## src/rtl/spi_fifo_pkg.sv

```systemverilog
package spi_fifo_pkg;
  // Usable depth from frame width and mode; tiers are max, max/2, max/4.
  function automatic int unsigned usable_depth(input int unsigned fsz,
                                               input logic        big,
                                               input int unsigned max_d,
                                               input int unsigned small_d,
                                               input int unsigned narrow_bits,
                                               input int unsigned mid_bits);
    if (!big) return small_d;
    if (fsz <= narrow_bits) return max_d;
    if (fsz <= mid_bits) return max_d / 2;
    return max_d / 4;
  endfunction
endpackage

```

## src/rtl/spi_depth_sel.sv

```systemverilog
module spi_depth_sel
  import spi_fifo_pkg::*;
#(
  parameter int unsigned MAX_DEPTH   = 32,
  parameter int unsigned SMALL_DEPTH = 4,
  parameter int unsigned NARROW_BITS = 8,
  parameter int unsigned MID_BITS    = 16,
  parameter int unsigned FSZ_W       = 5,
  parameter int unsigned CW          = $clog2(MAX_DEPTH) + 1
) (
  input  logic             clk_i,
  input  logic             rst_ni,
  input  logic             cfg_wr_i,
  input  logic [FSZ_W-1:0] frame_size_i,
  input  logic             big_fifo_i,
  output logic [CW-1:0]    depth_o
);
  logic [CW-1:0] depth_q;

  // Captured only on a control write.
  always_ff @(posedge clk_i or negedge rst_ni) begin
    if (!rst_ni) begin
      depth_q <= CW'(SMALL_DEPTH);
    end else if (cfg_wr_i) begin
      depth_q <= CW'(usable_depth(int'(frame_size_i), big_fifo_i, MAX_DEPTH,
                                  SMALL_DEPTH, NARROW_BITS, MID_BITS));
    end
  end

  assign depth_o = depth_q;
endmodule

```

## src/rtl/spi_fifo_core.sv

```systemverilog
module spi_fifo_core #(
  parameter int unsigned MAX_DEPTH = 32,  // power of two
  parameter int unsigned DW        = 32,
  parameter bit          HAS_OVF   = 1'b0,
  localparam int unsigned AW       = $clog2(MAX_DEPTH),
  localparam int unsigned CW       = AW + 1
) (
  input  logic          clk_i,
  input  logic          rst_ni,
  input  logic          clr_i,
  input  logic          push_i,
  input  logic [DW-1:0] data_i,
  input  logic          pop_i,
  input  logic [CW-1:0] depth_i,
  output logic [DW-1:0] data_o,
  output logic          full_o,
  output logic          full_next_o,
  output logic          empty_o,
  output logic          ovf_o
);
  logic [DW-1:0] mem [MAX_DEPTH];
  logic [AW-1:0] wr_q, rd_q;
  logic [CW-1:0] cnt_q;
  logic          push_ok, pop_ok;

  assign empty_o     = (cnt_q == '0);
  assign full_o      = (cnt_q >= depth_i);
  assign full_next_o = (cnt_q == depth_i - CW'(1));
  assign push_ok     = push_i && !full_o;
  assign pop_ok      = pop_i && !empty_o;

  always_ff @(posedge clk_i or negedge rst_ni) begin
    if (!rst_ni) begin
      wr_q  <= '0;
      rd_q  <= '0;
      cnt_q <= '0;
    end else if (clr_i) begin
      wr_q  <= '0;
      rd_q  <= '0;
      cnt_q <= '0;
    end else begin
      if (push_ok) wr_q <= wr_q + AW'(1);
      if (pop_ok)  rd_q <= rd_q + AW'(1);
      cnt_q <= cnt_q + CW'(push_ok) - CW'(pop_ok);
    end
  end

  always_ff @(posedge clk_i) begin
    if (push_ok && !clr_i) mem[wr_q] <= data_i;
  end

  assign data_o = empty_o ? '0 : mem[rd_q];

  generate
    if (HAS_OVF) begin : g_ovf
      logic ovf_q;
      // A refused push wins over a pop in the same cycle.
      always_ff @(posedge clk_i or negedge rst_ni) begin
        if (!rst_ni)                ovf_q <= 1'b0;
        else if (clr_i)             ovf_q <= 1'b0;
        else if (push_i && full_o)  ovf_q <= 1'b1;
        else if (pop_i)             ovf_q <= 1'b0;
      end
      assign ovf_o = ovf_q;
    end else begin : g_no_ovf
      assign ovf_o = 1'b0;
    end
  endgenerate
endmodule

```

## src/rtl/spi_dual_fifo.sv

```systemverilog
module spi_dual_fifo #(
  parameter int unsigned MAX_DEPTH   = 32,
  parameter int unsigned SMALL_DEPTH = 4,
  parameter int unsigned NARROW_BITS = 8,
  parameter int unsigned MID_BITS    = 16,
  parameter int unsigned FSZ_W       = 5,
  parameter int unsigned DW          = 32,
  localparam int unsigned CW         = $clog2(MAX_DEPTH) + 1
) (
  input  logic             clk_i,
  input  logic             rst_ni,
  input  logic             cfg_wr_i,
  input  logic [FSZ_W-1:0] frame_size_i,
  input  logic             big_fifo_i,
  input  logic             tx_clr_i,
  input  logic             tx_push_i,
  input  logic [DW-1:0]    tx_data_i,
  input  logic             tx_pop_i,
  output logic [DW-1:0]    tx_data_o,
  output logic             tx_full_o,
  output logic             tx_full_next_o,
  output logic             tx_empty_o,
  input  logic             rx_clr_i,
  input  logic             rx_push_i,
  input  logic [DW-1:0]    rx_data_i,
  input  logic             rx_pop_i,
  output logic [DW-1:0]    rx_data_o,
  output logic             rx_full_o,
  output logic             rx_full_next_o,
  output logic             rx_empty_o,
  output logic             rx_ovf_o
);
  logic [CW-1:0] depth;
  logic          tx_ovf_nc;

  spi_depth_sel #(
    .MAX_DEPTH(MAX_DEPTH), .SMALL_DEPTH(SMALL_DEPTH), .NARROW_BITS(NARROW_BITS),
    .MID_BITS(MID_BITS), .FSZ_W(FSZ_W), .CW(CW)
  ) u_depth (
    .clk_i(clk_i), .rst_ni(rst_ni), .cfg_wr_i(cfg_wr_i),
    .frame_size_i(frame_size_i), .big_fifo_i(big_fifo_i), .depth_o(depth)
  );

  spi_fifo_core #(.MAX_DEPTH(MAX_DEPTH), .DW(DW), .HAS_OVF(1'b0)) u_tx (
    .clk_i(clk_i), .rst_ni(rst_ni), .clr_i(tx_clr_i),
    .push_i(tx_push_i), .data_i(tx_data_i), .pop_i(tx_pop_i), .depth_i(depth),
    .data_o(tx_data_o), .full_o(tx_full_o), .full_next_o(tx_full_next_o),
    .empty_o(tx_empty_o), .ovf_o(tx_ovf_nc)
  );

  spi_fifo_core #(.MAX_DEPTH(MAX_DEPTH), .DW(DW), .HAS_OVF(1'b1)) u_rx (
    .clk_i(clk_i), .rst_ni(rst_ni), .clr_i(rx_clr_i),
    .push_i(rx_push_i), .data_i(rx_data_i), .pop_i(rx_pop_i), .depth_i(depth),
    .data_o(rx_data_o), .full_o(rx_full_o), .full_next_o(rx_full_next_o),
    .empty_o(rx_empty_o), .ovf_o(rx_ovf_o)
  );
endmodule

```

## config.mk

```make
export PLATFORM = sky130hd
export DESIGN_NAME = spi_dual_fifo
export DESIGN_NICKNAME = d
export VERILOG_FILES = /design/src/rtl/spi_fifo_pkg.sv /design/src/rtl/spi_depth_sel.sv /design/src/rtl/spi_fifo_core.sv /design/src/rtl/spi_dual_fifo.sv
export SDC_FILE = /design/constraint.sdc
export NUM_CORES = 2
export LEC_CHECK = 0
export BUFFER_PORTS_ARGS = -buffer_cell sky130_fd_sc_hd__buf_2
export CAP_MARGIN = 20
export CORE_UTILIZATION = 35
export CTS_CLUSTER_DIAMETER = 40
export DETAILED_ROUTE_END_ITERATION = 10
export SYNTH_ARGS = -nofsm -noshare
export SYNTH_HDL_FRONTEND = slang
export SYNTH_SLANG_ARGS = --single-unit
export TNS_END_PERCENT = 10
```

## constraint.sdc

```tcl
create_clock -name clk_i -period 3.8 [get_ports clk_i]
set_input_delay 0.76 -clock clk_i [delete_from_list [all_inputs] [get_ports clk_i]]
set_output_delay 0.76 -clock clk_i [all_outputs]
set_load 0.005 [all_outputs]
```

# Yosys cells after proc, flatten, opt, wreduce, memory -nomap -nowiden
# Memory sizes are Yosys's and may differ from the RTL's.
# Index checks and enable logic that the tools add are counted.
[totals]
reg_bits = 39
mem_bits_rw = 2048
inputBits = 79
out_inout_bits = 71
elab_cells = 79
n_memories = 2
[mem_list]
columns = ["memory", "depth", "word_bits", "read_ports", "rd_ports_with_merged_regs", "wr", "line_no", "rtl"]
rows = [
  ["u_rx.mem", 32, 32, 1, 0, 1, "spi_fifo_core.sv:21", "logic [DW-1:0] mem [MAX_DEPTH];"],
  ["u_tx.mem", 32, 32, 1, 0, 1, "spi_fifo_core.sv:21", ""],
]
[classes]
add_sub_neg = 9
n_lt_le_gt_ge = 4
eq_ne = 2
n_mux = 34
n_reduce_logical = 20
[op_table]
columns = ["cell", "n"]
rows = [
  ["$mux 32", 2],
  ["$mux 6", 7],
  ["$mux 5", 8],
  ["$add 5x1->5 const B", 4],
  ["$mux 1", 16],
  ["$add 6x1->6", 2],
  ["$eq 6x6->1", 2],
  ["$ge 6x6->1", 2],
  ["$logic_not 6->1", 2],
  ["$sub 6x1->6", 2],
  ["$reduce_bool 2->1", 4],
  ["$logic_and 1x1->1", 7],
  ["$logic_not 1->1", 6],
  ["$sub 6x1->6 const B", 1],
  ["$le 5x4->1 const B", 1],
  ["$le 5x5->1 const B", 1],
  ["$mux 3", 1],
  ["$reduce_bool 3->1", 1],
]

# Logic depth before layout (Yosys ltp)
[depth]
word_depth = 10
ltp_mapped = 14
ltp_nobuf = 13

# Cells and area by module
# Synthesis repeated with hierarchy kept, for this count alone.
[hier_totals]
hier_cells = 3821
area_unflattened_um2 = 81100.3
[by_module_without_submodules]
columns = ["mod", "instances", "cells_each", "area_each_um2", "seq_area_each_um2"]
rows = [
  ["spi_fifo_core at u_rx", 1, 1867, 40598.9, 31174.9],
  ["spi_fifo_core at u_tx", 1, 1932, 40274.9, 31149.9],
  ["spi_depth_sel", 1, 22, 226.5, 101.3],
]

# Worst setup path after synthesis
# OpenSTA, ideal clock, no wires.
[synth_timing]
path_type = "register -> register"
from = "register u_depth.depth_q[5] (netlist: u_depth.depth_o[5])"
to = "memory u_tx.mem[31][0], enable pin"
t_arrival_ns = 3.065
path_slack_ns = 0.314
path_stages_with_launch = 8
path_buffers = 1
synth_period_minus_slack_ns = 3.486
cell_sequence = "dfrtp_1 > inv_1 > ha_1 > a21oi_1 > and2_1 > clkbuf_1 > nand4_1 > nor2_1"
[synth_between]
elab_chain_cells = 6
[synth_lines]
columns = ["element", "line_no", "rtl"]
rows = [
  ["from (decl)", "spi_depth_sel.sv:18", "logic [CW-1:0] depth_q;"],
  ["from (signal assigned)", "spi_depth_sel.sv:23", "depth_q <= CW'(SMALL_DEPTH);"],
  ["from (signal assigned)", "spi_depth_sel.sv:25", "depth_q <= CW'(usable_depth(int'(frame_size_i), big_fifo_i, MAX_DEPTH,"],
  ["$ge 6x6->1", "spi_fifo_core.sv:27", "assign full_o = (cnt_q >= depth_i);"],
  ["$logic_not 1->1", "spi_fifo_core.sv:29", "assign push_ok = push_i && !full_o;"],
  ["$logic_and 1x1->1", "spi_fifo_core.sv:29", ""],
  ["$logic_and 1x1->1", "spi_fifo_core.sv:49", "if (push_ok && !clr_i) mem[wr_q] <= data_i;"],
  ["$mux 1", "spi_fifo_core.sv:49", ""],
  ["$mux 1 (not written as such)", "spi_fifo_core.sv:49", ""],
  ["to (decl)", "spi_fifo_core.sv:21", ""],
]
# No other way between the ends.

# Final worst setup path
[layout_timing]
from = "register u_tx.rd_q[0]"
to = "output tx_data_o[2]"
[layout_between]
elab_chain_cells = 2
[layout_lines]
columns = ["element", "line_no", "rtl"]
rows = [
  ["from (decl)", "spi_fifo_core.sv:22", "logic [AW-1:0] wr_q, rd_q;"],
  ["from (signal assigned)", "spi_fifo_core.sv:43", "if (pop_ok) rd_q <= rd_q + AW'(1);"],
  ["$mem_v2 32x32", "-", ""],
  ["$mux 32", "spi_fifo_core.sv:52", "assign data_o = empty_o ? '0 : mem[rd_q];"],
  ["to (decl)", "spi_dual_fifo.sv:19", "output logic [DW-1:0] tx_data_o,"],
]
# No other way between the ends.

==> results.cfg <==
[run_status]
status = finished, violations left
violations = setup timing

[floorplanning]
ioPinCount = 150
die_x_microns = 481
rows = 175
die-area_sq_mm = 0.232
initial_core_util_pct = 35.3
die_height_microns = 481
core_area_sq_mm = 0.228

[setup_path]
crit_arrival_ps = 3080
crit_path_start_kind = register
cp-end-kind = output pin
crit_type = reg2out
cp.required_ps = 3040
r2r_slack_ps = 610
crit_fanout = 8

[pwr]
switchingPower_mw = 16.4
sw_frac_of_total_pct = 24.9
peakVddDrop_mv = 0.726
internal-power_mw = 49.2
seqPwrFrac_pct = 39.2
pwr-share-comb_pct = 17.9
p_clk_share_pct = 42.9
finalPower_mw = 65.6
p_leak_nw = 31.8
cellPowerDensity_mw_per_mm2 = 658

[hold_path]
hold_class = in2async

[grt]
grt_use_met3_pct = 3.74
gr-usage-met2_pct = 30.0
grt_first_pass_wirelength_microns = 301000
overflow = 0
grt_start_max_net_pins = 71
top_usage_layer = met2
grt_pass1_vias = 42200
grt.total_usage_pct = 18.1
antenna_found_initial = 20
grt_use_met1_pct = 23.7

[timing]
setup_viol = 12
worstMarginPinSlew_ps = 1000
slew_viol_final = 0
finalClockSkew_ps = 115
finalCritPeriodShare_pct = 101
slew_headroom_pct = 33.2
fin_crit_ps = 3840
max_freq_ghz = 0.260
worst_slack_ps = -43.3
hold_violations = 0
grt_setup_unrepaired = true
holdWs_ps = 25.3

[detailed_routing]
drt_iter0_drc = 4015
vias = 41300
drc = 0
ant_nets = 0
first_pass_iters = 5
wire_per_inst_microns = 28.1
wl_microns = 213000
vias_per_cell = 5.44

[job]
drv_cap = 0

[finish]
area_growth_pct = 23.9
fill_cells = 19200
final_util_pct = 43.7
final_common_cell = edfxtp_1
nets = 4455
fin_cells = 7590
register_area_sq_mm = 0.0625
multi_input_area_sq_mm = 0.0181
final_cell_mix = edfxtp_1 (2048), mux4_2 (385), clkbuf_16 (325)
layout-drive-gt1-share_pct = 33.7

[logic_synthesis]
synth-warning-count = 0
avgSynthCellArea_sq_um = 21.0
synth_flop_cell = edfxtp_1
synth.distinct_cells = 52
yosys_register_bits = 2085
syn_nets = 3950
synthArstFlopShare_pct = 1.77
syn-cell-area_sq_mm = 0.0804
synth_edf_count = 2048
synth_seq_area_share_pct = 77.6
syn_inst = 3834
synth_largest_area_cell = edfxtp_1
synth_top_area_share_pct = 76.4
synth.top_cells.by_area = edfxtp_1 (76%), mux4_2 (11%), mux2i_1 (3.2%)

[clocking]
cts_num_sinks = 2085
root_buffer = clkbuf_16
clk_latency_ps = 940
cts_made_buffers = 312
tritoncts = yes
clock_path_buffers = 4
cts_hold_buf = 0
htreeDepth = 5
path_clk_slew_ps = 50

[placement]
dp_slack_ps = 607
placedCellCount = 6943
dp_hpwl_microns = 104000
port_buffers = 149
routabilityCongestion = 0.720
==> registers in the layout, summed over array words and instances, names as in the netlist <==
register,flops
u_rx.mem,1024
u_tx.mem,1024
u_rx.cnt_q,6
u_tx.cnt_q,6
u_rx.rd_q,5
u_rx.wr_q,5
u_tx.rd_q,5
u_tx.wr_q,5
u_depth.depth_o,4
u_rx.ovf_o,1
==> Yosys cell counts (all sizes together), types with 36 or more instances <==
cell	count
mux4	385
a22oi	126
mux2i	256
buf	105
and3	63
a21oi	75
o221ai	63
nor2	95
clkbuf	115
o22ai	69
a211oi	63
dfrtp	36
edfxtp	2048
nand2	141
==> metrics by stage <==
step / instance area [sq um] / TNS, ps
2_1_floorplan: 80400 / 0
3_3_place_gp: 86800 / 0
3_5_place_dp: 86800 / 0
4_1_cts: 98700 / -2990
5_1_grt: 99600 / -4650
6_report: 99600 / -246
==> logic make-up (layout without fill, tap and decap cells) <==
logic type      after synthesis  after routing  synth area share [%]
compound gates              422            422                  3.71
flops                      2085           2085                  77.6
other cells                   0              9                     0
mux                         644            644                  14.0
fa+ha+maj                    37             37                 0.594
buf+inv                     248            985                  1.65
simple gates                376            377                  2.20
xor+xnor                     22             22                 0.240
==> final timing paths <==
kind                       cells past startpoint                              to                            from
min in group clk_i                             2  u_depth.depth_o[3]$_DFFE_PN0P_                        cfg_wr_i
max in group asynchronous                      1        u_rx.rd_q[4]$_DFFE_PN0P_                          rst_ni
min                                            1        u_tx.wr_q[4]$_DFFE_PN0P_                          rst_ni
max reg2reg                                   13         u_rx.cnt_q[4]$_DFF_PN0_  u_depth.depth_o[2]$_DFFE_PN1P_
max                                            8                    tx_data_o[2]        u_tx.rd_q[0]$_DFFE_PN0P_
min reg2reg                                    1          u_rx.ovf_o$_DFFE_PN0P_          u_rx.ovf_o$_DFFE_PN0P_
==> power groups by stage <==
stage,Sequential (mW),Clock (mW),Combinational [mW]
after floorplan,26.1,0,6.63
after global placement,26.2,0,9.61
after detailed placement,26.2,0,9.65
after CTS,25.7,28.5,11.2
after global routing,25.7,29.5,12.5
final,25.7,28.1,11.8
==> critical path, stage by stage (launching register included) <==
cell	delay [ps]
dfrtp_4	490
buf_16	180
buf_16	170
clkbuf_16	190
mux4_2	530
a211oi_2	190
nand2_1	130
and3_1	180
buf_2	130
==> routing by layer <==
metal	part of all wire [%]	routed length, microns
met3	7.3	15600
met2	49	105000
met5	0.042	90
met4	2.8	6070
met1	40	85900
==> cell type report <==
| type | count | area share (%) |
|---|---|---|
| clock inverters | 202 | 2.21 |
| clock buffers | 345 | 8.08 |
| diodes | 9 | 0.0226 |
| well taps | 3009 | 3.78 |
| multi-input cells | 1502 | 18.1 |
| inverters | 28 | 0.105 |
| flip-flops and latches | 2085 | 62.7 |
| repair buffers | 410 | 5.00 |
==> timing repair <==
| action | CTS | global route |
|---|---|---|
| gates cloned | 20 | 9 |
| gates resized for setup | 143 | 126 |
| setup buffers | 47 | 15 |
| setup endpoints to repair | 64 | 64 |
| pin swaps | 36 | 53 |
Power figures use the tool's default switching activity.
